==> src/rtl/hif_pkg.sv <==
package hif_pkg;

    localparam int DATA_W     = 8;
    localparam int WIN_OFF_W  = 3;
    localparam int ROM_DEPTH  = 1 << WIN_OFF_W;
    localparam int CFG_BYTES  = 3;
    localparam int STA_BYTES  = 6;

    typedef enum logic [WIN_OFF_W-1:0] {
        REG_CTL0  = 3'd0,
        REG_CTL1  = 3'd1,
        REG_CABLE = 3'd7
    } ctl_idx_e;

    // window and page control
    typedef struct packed {
        logic [3:0] spare_hi;
        logic       rom_page;   // bit 3
        logic       sif_sel;    // bit 2
        logic       irq_stat;   // bit 1, read-only latch view
        logic       spare_lo;   // bit 0
    } ctl0_t;

    // controller control
    typedef struct packed {
        logic [3:0] spare_hi;
        logic       speed16;    // bit 3
        logic       srsx;       // bit 2
        logic       irq_en;     // bit 1
        logic       run_n;      // bit 0
    } ctl1_t;

    function automatic logic is_clear_edge(ctl1_t cur, logic [DATA_W-1:0] wdata);
        return cur.irq_en && !wdata[1];
    endfunction

endpackage

==> src/rtl/hif_ctrl_regs.sv <==
module hif_ctrl_regs
    import hif_pkg::*;
(
    input  logic              clk,
    input  logic              rst,
    input  logic              wr_en,
    input  logic [WIN_OFF_W-1:0] idx,
    input  logic [DATA_W-1:0] wdata,
    input  logic              latch,
    output ctl0_t             ctl0,
    output ctl1_t             ctl1,
    output logic [DATA_W-1:0] cable,
    output logic [DATA_W-1:0] rd_byte,
    output logic              irq_clr
);

    ctl0_t             ctl0_q;
    ctl1_t             ctl1_q;
    logic [DATA_W-1:0] cable_q;

    always_ff @(posedge clk) begin
        if (rst) begin
            ctl0_q  <= '0;
            ctl1_q  <= '0;
            cable_q <= '0;
        end else if (wr_en) begin
            case (ctl_idx_e'(idx))
                REG_CTL0:  ctl0_q  <= ctl0_t'(wdata & 8'hFD);
                REG_CTL1:  ctl1_q  <= ctl1_t'(wdata);
                REG_CABLE: cable_q <= wdata;
                default: ;
            endcase
        end
    end

    always_comb begin
        rd_byte = '0;
        case (ctl_idx_e'(idx))
            REG_CTL0:  rd_byte = ctl0_q | {6'b0, latch, 1'b0};
            REG_CTL1:  rd_byte = ctl1_q;
            REG_CABLE: rd_byte = cable_q;
            default:   rd_byte = '0;
        endcase
    end

    assign irq_clr = wr_en && (ctl_idx_e'(idx) == REG_CTL1) && is_clear_edge(ctl1_q, wdata);
    assign ctl0  = ctl0_q;
    assign ctl1  = ctl1_q;
    assign cable = cable_q;

    // one cycle out of reset every control bit is still zero
    p_reset_state_r1: assert property (@(posedge clk) disable iff (rst)
        $past(rst) |-> (ctl0_q == '0 && ctl1_q == '0 && cable_q == '0));

endmodule

==> src/rtl/hif_irq_latch.sv <==
module hif_irq_latch (
    input  logic clk,
    input  logic rst,
    input  logic req,
    input  logic clr,
    output logic latch
);

    logic req_q;
    logic rise;
    logic latch_q;

    assign rise = req && !req_q;

    always_ff @(posedge clk) begin
        if (rst) begin
            req_q   <= 1'b0;
            latch_q <= 1'b0;
        end else begin
            req_q <= req;
            if (rise)
                latch_q <= 1'b1;
            else if (clr)
                latch_q <= 1'b0;
        end
    end

    assign latch = latch_q;

    p_latch_set_r8: assert property (@(posedge clk) disable iff (rst)
        rise |=> latch_q);

    p_latch_hold_r8: assert property (@(posedge clk) disable iff (rst)
        (latch_q && !clr) |=> latch_q);

    p_latch_clear_r10: assert property (@(posedge clk) disable iff (rst)
        (clr && !rise) |=> !latch_q);

endmodule

==> src/rtl/hif_id_rom.sv <==
module hif_id_rom
    import hif_pkg::*;
#(
    parameter logic [DATA_W-1:0]                MFG_ID       = 8'h4D,
    parameter logic [DATA_W-1:0]                CARD_TYPE    = 8'h08,
    parameter logic [DATA_W-1:0]                CARD_REV     = 8'h02,
    parameter logic [STA_BYTES-1:0][DATA_W-1:0] STATION_ADDR = 48'h4000_1A2B_3C4D
) (
    input  logic                        page,
    input  logic [WIN_OFF_W-1:0]        off,
    input  logic [CFG_BYTES*DATA_W-1:0] cfg_mirror,
    output logic [DATA_W-1:0]           rom_byte
);

    localparam int CFG_BASE = 3;
    localparam int STA_BASE = 1;

    logic [DATA_W-1:0] page0 [ROM_DEPTH];
    logic [DATA_W-1:0] page1 [ROM_DEPTH];

    for (genvar i = 0; i < ROM_DEPTH; i++) begin : g_rom
        if (i == 0) begin : g_p0_id
            assign page0[i] = MFG_ID;
        end else if (i == 1) begin : g_p0_type
            assign page0[i] = CARD_TYPE;
        end else if (i == 2) begin : g_p0_rev
            assign page0[i] = CARD_REV;
        end else if (i >= CFG_BASE && i < CFG_BASE + CFG_BYTES) begin : g_p0_cfg
            assign page0[i] = cfg_mirror[(i-CFG_BASE)*DATA_W +: DATA_W];
        end else begin : g_p0_pad
            assign page0[i] = '0;
        end

        if (i >= STA_BASE && i < STA_BASE + STA_BYTES) begin : g_p1_sta
            assign page1[i] = STATION_ADDR[STA_BYTES-1-(i-STA_BASE)];
        end else begin : g_p1_pad
            assign page1[i] = '0;
        end
    end

    assign rom_byte = page ? page1[off] : page0[off];

endmodule

==> src/rtl/hif_glue.sv <==
module hif_glue
    import hif_pkg::*;
#(
    parameter int                               ADDR_W       = WIN_OFF_W + 1,
    parameter logic [DATA_W-1:0]                MFG_ID       = 8'h4D,
    parameter logic [DATA_W-1:0]                CARD_TYPE    = 8'h08,
    parameter logic [DATA_W-1:0]                CARD_REV     = 8'h02,
    parameter logic [STA_BYTES-1:0][DATA_W-1:0] STATION_ADDR = 48'h4000_1A2B_3C4D
) (
    input  logic                        clk,
    input  logic                        rst,
    input  logic [ADDR_W-1:0]           bus_addr,
    input  logic                        bus_wr,
    input  logic                        bus_rd,
    input  logic [DATA_W-1:0]           bus_wdata,
    output logic [DATA_W-1:0]           bus_rdata,
    input  logic [CFG_BYTES*DATA_W-1:0] cfg_mirror,
    output logic [WIN_OFF_W-1:0]        ctl_sel,
    output logic                        ctl_byte,
    output logic                        ctl_wr,
    output logic                        ctl_rd,
    output logic [DATA_W-1:0]           ctl_wdata,
    input  logic [DATA_W-1:0]           ctl_rdata,
    input  logic                        ctl_irq_req,
    output logic                        ctl_run_n,
    output logic                        host_irq,
    output logic                        speed_16,
    output logic                        cable_utp
);

    localparam int OFF_W = ADDR_W - 1;

    logic              in_win;
    logic [OFF_W-1:0]  off;
    ctl0_t             ctl0;
    ctl1_t             ctl1;
    logic [DATA_W-1:0] cable;
    logic [DATA_W-1:0] reg_byte;
    logic [DATA_W-1:0] rom_byte;
    logic              irq_clr;
    logic              latch;

    assign in_win = bus_addr[ADDR_W-1];
    assign off    = bus_addr[OFF_W-1:0];

    hif_ctrl_regs i_regs (
        .clk     (clk),
        .rst     (rst),
        .wr_en   (bus_wr && !in_win),
        .idx     (off),
        .wdata   (bus_wdata),
        .latch   (latch),
        .ctl0    (ctl0),
        .ctl1    (ctl1),
        .cable   (cable),
        .rd_byte (reg_byte),
        .irq_clr (irq_clr)
    );

    hif_irq_latch i_irq (
        .clk   (clk),
        .rst   (rst),
        .req   (ctl_irq_req),
        .clr   (irq_clr),
        .latch (latch)
    );

    hif_id_rom #(
        .MFG_ID       (MFG_ID),
        .CARD_TYPE    (CARD_TYPE),
        .CARD_REV     (CARD_REV),
        .STATION_ADDR (STATION_ADDR)
    ) i_rom (
        .page       (ctl0.rom_page),
        .off        (off),
        .cfg_mirror (cfg_mirror),
        .rom_byte   (rom_byte)
    );

    // controller side: top select bit from ctl1, lower bits from the word address
    assign ctl_sel   = {ctl1.srsx, off[OFF_W-1:1]};
    assign ctl_byte  = off[0];
    assign ctl_wdata = bus_wdata;
    assign ctl_wr    = bus_wr && in_win && ctl0.sif_sel;
    assign ctl_rd    = bus_rd && in_win && ctl0.sif_sel;

    always_comb begin
        if (!in_win)
            bus_rdata = reg_byte;
        else if (ctl0.sif_sel)
            bus_rdata = ctl_rdata;
        else
            bus_rdata = rom_byte;
    end

    assign ctl_run_n = ctl1.run_n;
    assign speed_16  = ctl1.speed16;
    assign cable_utp = cable[0];
    assign host_irq  = latch && ctl1.irq_en;

    // no controller strobe while the ROM is mapped
    p_rom_lockout_r5: assert property (@(posedge clk) disable iff (rst)
        !ctl0.sif_sel |-> (!ctl_rd && !ctl_wr));

    // the host line never rises without the enable
    p_irq_gate_r9: assert property (@(posedge clk) disable iff (rst)
        !ctl1.irq_en |-> !host_irq);

endmodule

==> config.mk <==
export PLATFORM = sky130hd
export DESIGN_NAME = hif_glue
export DESIGN_NICKNAME = d
export VERILOG_FILES = /design/src/rtl/hif_pkg.sv /design/src/rtl/hif_ctrl_regs.sv /design/src/rtl/hif_irq_latch.sv /design/src/rtl/hif_id_rom.sv /design/src/rtl/hif_glue.sv
export SDC_FILE = /design/constraint.sdc
export NUM_CORES = 1
export LEC_CHECK = 0
export CAP_MARGIN = 10
export CORE_MARGIN = 5
export CORE_UTILIZATION = 34
export CTS_CLUSTER_SIZE = 8
export DETAILED_ROUTE_END_ITERATION = 8
export GPL_TIMING_DRIVEN = 0
export PLACE_DENSITY = 0.67
export SLEW_MARGIN = 40
export SYNTH_ARGS = -nofsm -noshare
export SYNTH_HDL_FRONTEND = slang
export SYNTH_SLANG_ARGS = --single-unit
==> constraint.sdc <==
create_clock -name clk -period 4.9 [get_ports clk]
set_input_delay 0.98 -clock clk [delete_from_list [all_inputs] [get_ports clk]]
set_output_delay 0.98 -clock clk [all_outputs]
set_load 0.02 [all_outputs]
==> results.toml, run 1 <==
[final_layout]
nets_finish = 370
diodes = 0
post_route_cells_drive_above_1_share_pct = 10.79
areaGrowthSynthToFinish_pct = 48.31

[global_routing]
global_route.usage.total_pct = 16.62
grt_pass1_wl_mm = 8.907
global_route_total_overflow = 0
grt_max_degree = 15
groute.layer.met2.usage_pct = 28.29
gr-usage-met1_pct = 21.92
grt_pass1_vias = 1879
grt_antenna_before_repair = 0
busiest_layer = "met2"
global_route.usage.met3_pct = 2.495

[placed_design]
gp_congestion = 0.7956
dp_slack_ns = 0.05659
dp_hpwl_mm = 4.330
port_buffers = 72

[floorplanning]
die_height_um = 82.24
design.core.area_um2 = 5075
die_area_um2 = 6763
initial_utilization_pct = 34.96
die-width_um = 82.24
rows = 26
ioPinCount = 75

[setup_path]
cp.required_ns = 3.92
crit_slowest_cell = "sky130_fd_sc_hd__clkdlybuf4s50_1"
path_class = "input port to output port"
worstPathBufferInverterCount = 6
r2r_slack_ns = 3.79
critical_register_to_register_path_startpoint = "i_regs.ctl0[2]"
critical_path.top_delay_family = "buffers and inverters"
worstSetupStartpoint = "bus_addr[1]"
r2r.worst_path.cells = 5
end_kind = "output port"
cp_data_arrival_time_ns = 3.74
critical_path.reg2reg.endpoint = "i_regs.ctl0[2]"
crit_path_cell_trace = "clkdlybuf4s50_1 > buf_4 > inv_1 > ha_1 > buf_2 > nor3_1 > or3_1 > buf_2 > o21ai_0 > clkdlybuf4s50_1"
start_kind = "input port"
path_max_fanout = 10
cpPeakStageDelay_ns = 0.66

[power_and_ir_drop]
worst_vdd_drop_mv = 0.1642
power_density_nw_per_um2 = 179.9
leakage_uw = 0.0009780

[yosys]
area_share_of_the_leading_cell_type_in_the_synthesized_netlist_pct = 28.21
seq_area_frac_synth_pct = 28.21
synth_area_um2 = 1774
mean_instance_size_in_the_synthesized_netlist_um2 = 7.423
synth-warning-count = 0
register_bit_total_from_synthesis = 25
ys_types = 37
post_synth_most_frequent_cells = "38 x sky130_fd_sc_hd__nand2_1, 36 x sky130_fd_sc_hd__a21oi_1, 25 x sky130_fd_sc_hd__dfxtp_1, 16 x sky130_fd_sc_hd__buf_4, 14 x sky130_fd_sc_hd__nor2_1"
synth_flop_cell = "sky130_fd_sc_hd__dfxtp_1"
netlist_instances = 239
fraction_of_registers_with_async_set_or_reset_after_synthesis_pct = 0
syn_nets = 293
synth_edf_count = 0
yosysMostFrequentCell = "sky130_fd_sc_hd__nand2_1"
yosys.area.top_type = "sky130_fd_sc_hd__dfxtp_1"
ys_top_cells_by_area = "sky130_fd_sc_hd__dfxtp_1 28%, sky130_fd_sc_hd__a21oi_1 10%, sky130_fd_sc_hd__nand2_1 8.0%, sky130_fd_sc_hd__buf_4 6.8%, sky130_fd_sc_hd__mux2i_1 5.6%"

[clock_network]
tritoncts_num_sinks = 25
post_cts_resize_count = 0
cts.hold.buffers_added = 0
ctsLongestPathBuffers = 2
clkTransAtPathRegs_ns = 0.08
cts.root.buffer_cell = "sky130_fd_sc_hd__clkbuf_8"
clkLatencyLatePin_ns = 0.27
cts_buffers = 3
cts_tree = "done"
postCtsSetupRepairBufs = 0
cts.htree.levels = 1

[detailed_routing]
via_per_inst = 5.073
dr_total_vias = 1953
dr.pass1.iters = 4
detail_route.wirelength_mm = 5.660
route.detailed.drc = 0
drt_first_iter_violations = 124
routedWlPerCell_um = 14.70
drtAntennaViolNets = 0

[min_path]
hp-start = "i_regs.ctl1[6]"
min_to = "i_regs.ctl1[6]"
worst_hold_path_type = "register to register"
whs_path_depth = 2

[run_status]
status = "finished, final reports clean"

[sta]
timing_worst_slew_pin_value_ns = 0.5542
fin_tns_setup_ns = 0
max_slew_violation_total_from_the_final_report = 0
rsz0062_at_grt = "no"
timing.max_slew.rel_slack_pct = 63.05
period_share_pct = 96.29
setup_viol = 0
min_period_ns = 4.718
final.setup_skew_ns = 0.0002750
achievable_frequency_mhz = 212.0
finalHoldViolations = 0
finalWorstSetupSlack_ns = 0.1819

[flow_run]
maxCapViolCount = 0
[how the worst max path moves through the flow]
stage / endpoint / depth (start not counted) / slack (ns)
floorplan: bus_rdata[7] / 8 / 1.38
global placement: bus_rdata[7] / 10 / 0.08
detailed placement: bus_rdata[6] / 11 / 0.06
CTS: bus_rdata[0] / 11 / 0.04
global route: bus_rdata[0] / 11 / 0.04
finish: bus_rdata[7] / 10 / 0.18
[cell type report]
class	instances	area, um2
buffer	31	212.7
clock buffer	3	41.29
clock inverter	1	5.005
fill	535	2444
inverter	4	15.01
multi-input combinational	179	1046
sequential	25	500.5
tap	70	87.58
timing repair buffer	72	723.2
[layout by cell type, fill, tap and decap left out, drive strengths merged, types with 2 or more instances in the layout]
master / count
a21oi: 36
a31oi: 6
nor3: 2
nand2b: 7
ha: 5
nor2: 14
dfxtp: 25
a221o: 3
and3: 4
buf: 25
a22oi: 8
mux2: 2
nor2b: 6
nand3: 8
or3: 2
inv: 4
clkbuf: 9
o22ai: 3
and2: 4
clkdlybuf4s50: 71
o21ai: 11
nand2: 39
mux2i: 10
[metrics by stage]
stage | instances | power, uW | area (um2) | utilization, % | hold slack, ns
2_1_floorplan | 239 | 282.9 | 1774 | - | 0.4365
3_3_place_gp | 381 | 357.0 | 2582 | 50.89 | 0.4430
3_5_place_dp | 381 | 357.6 | 2582 | 50.89 | 0.4465
4_1_cts | 385 | 478.0 | 2629 | 51.80 | 0.4583
5_1_grt | 385 | 495.9 | 2631 | 51.85 | 0.4791
6_report | 385 | 473.5 | 2631 | 51.85 | 0.4591
[worst reg2reg max path, stage by stage, from the launching register on]
cell	delay (ns)
sky130_fd_sc_hd__dfxtp_1	0.32
sky130_fd_sc_hd__clkbuf_1	0.30
sky130_fd_sc_hd__inv_1	0.17
sky130_fd_sc_hd__a21oi_1	0.14
sky130_fd_sc_hd__a21oi_1	0.05
sky130_fd_sc_hd__nor2_1	0.08
[layer usage]
metal  up-vias  part of all wire (%)  wire length, um
met5         -                     0                0
met4         0                  0.62               35
met3         4                   8.8              499
met2        65                    47             2642
met1       909                    44             2483
li1        975                     -                -
[sequential cells by signal, indices dropped and copies added (netlist names)]
register / count
i_regs.cable: 8
i_regs.ctl1: 8
i_regs.ctl0: 7
i_irq.latch: 1
i_irq.req_q: 1
[where the power goes]
part | switching [uW] | total [uW] | leakage (uW) | internal [uW]
registers | 1.93 | 208 | 0.000202 | 206
clock network | 63.6 | 120 | 0.0000255 | 56.9
logic | 65.5 | 145 | 0.000750 | 79.2
total | 131 | 473 | 0.000978 | 342
[cell families (layout without fill, tap and decap cells)]
| family | count (synthesis) | in the layout | share of synthesized area, % |
|---|---|---|---|
| compound gates | 73 | 73 | 24.61 |
| fa+ha+maj | 5 | 5 | 3.526 |
| buf+inv | 35 | 111 | 12.83 |
| flops | 25 | 25 | 28.21 |
| mux | 12 | 12 | 6.911 |
| simple gates | 89 | 89 | 23.91 |
Note: power is estimated with default switching activity, not from simulation.
==> run 2, diff against run 1 <==
Settings changed: CTS_CLUSTER_SIZE 8 to not set.
==> results of run 2 <==
Final layout, timing and power as in run 1 (identical DEF).
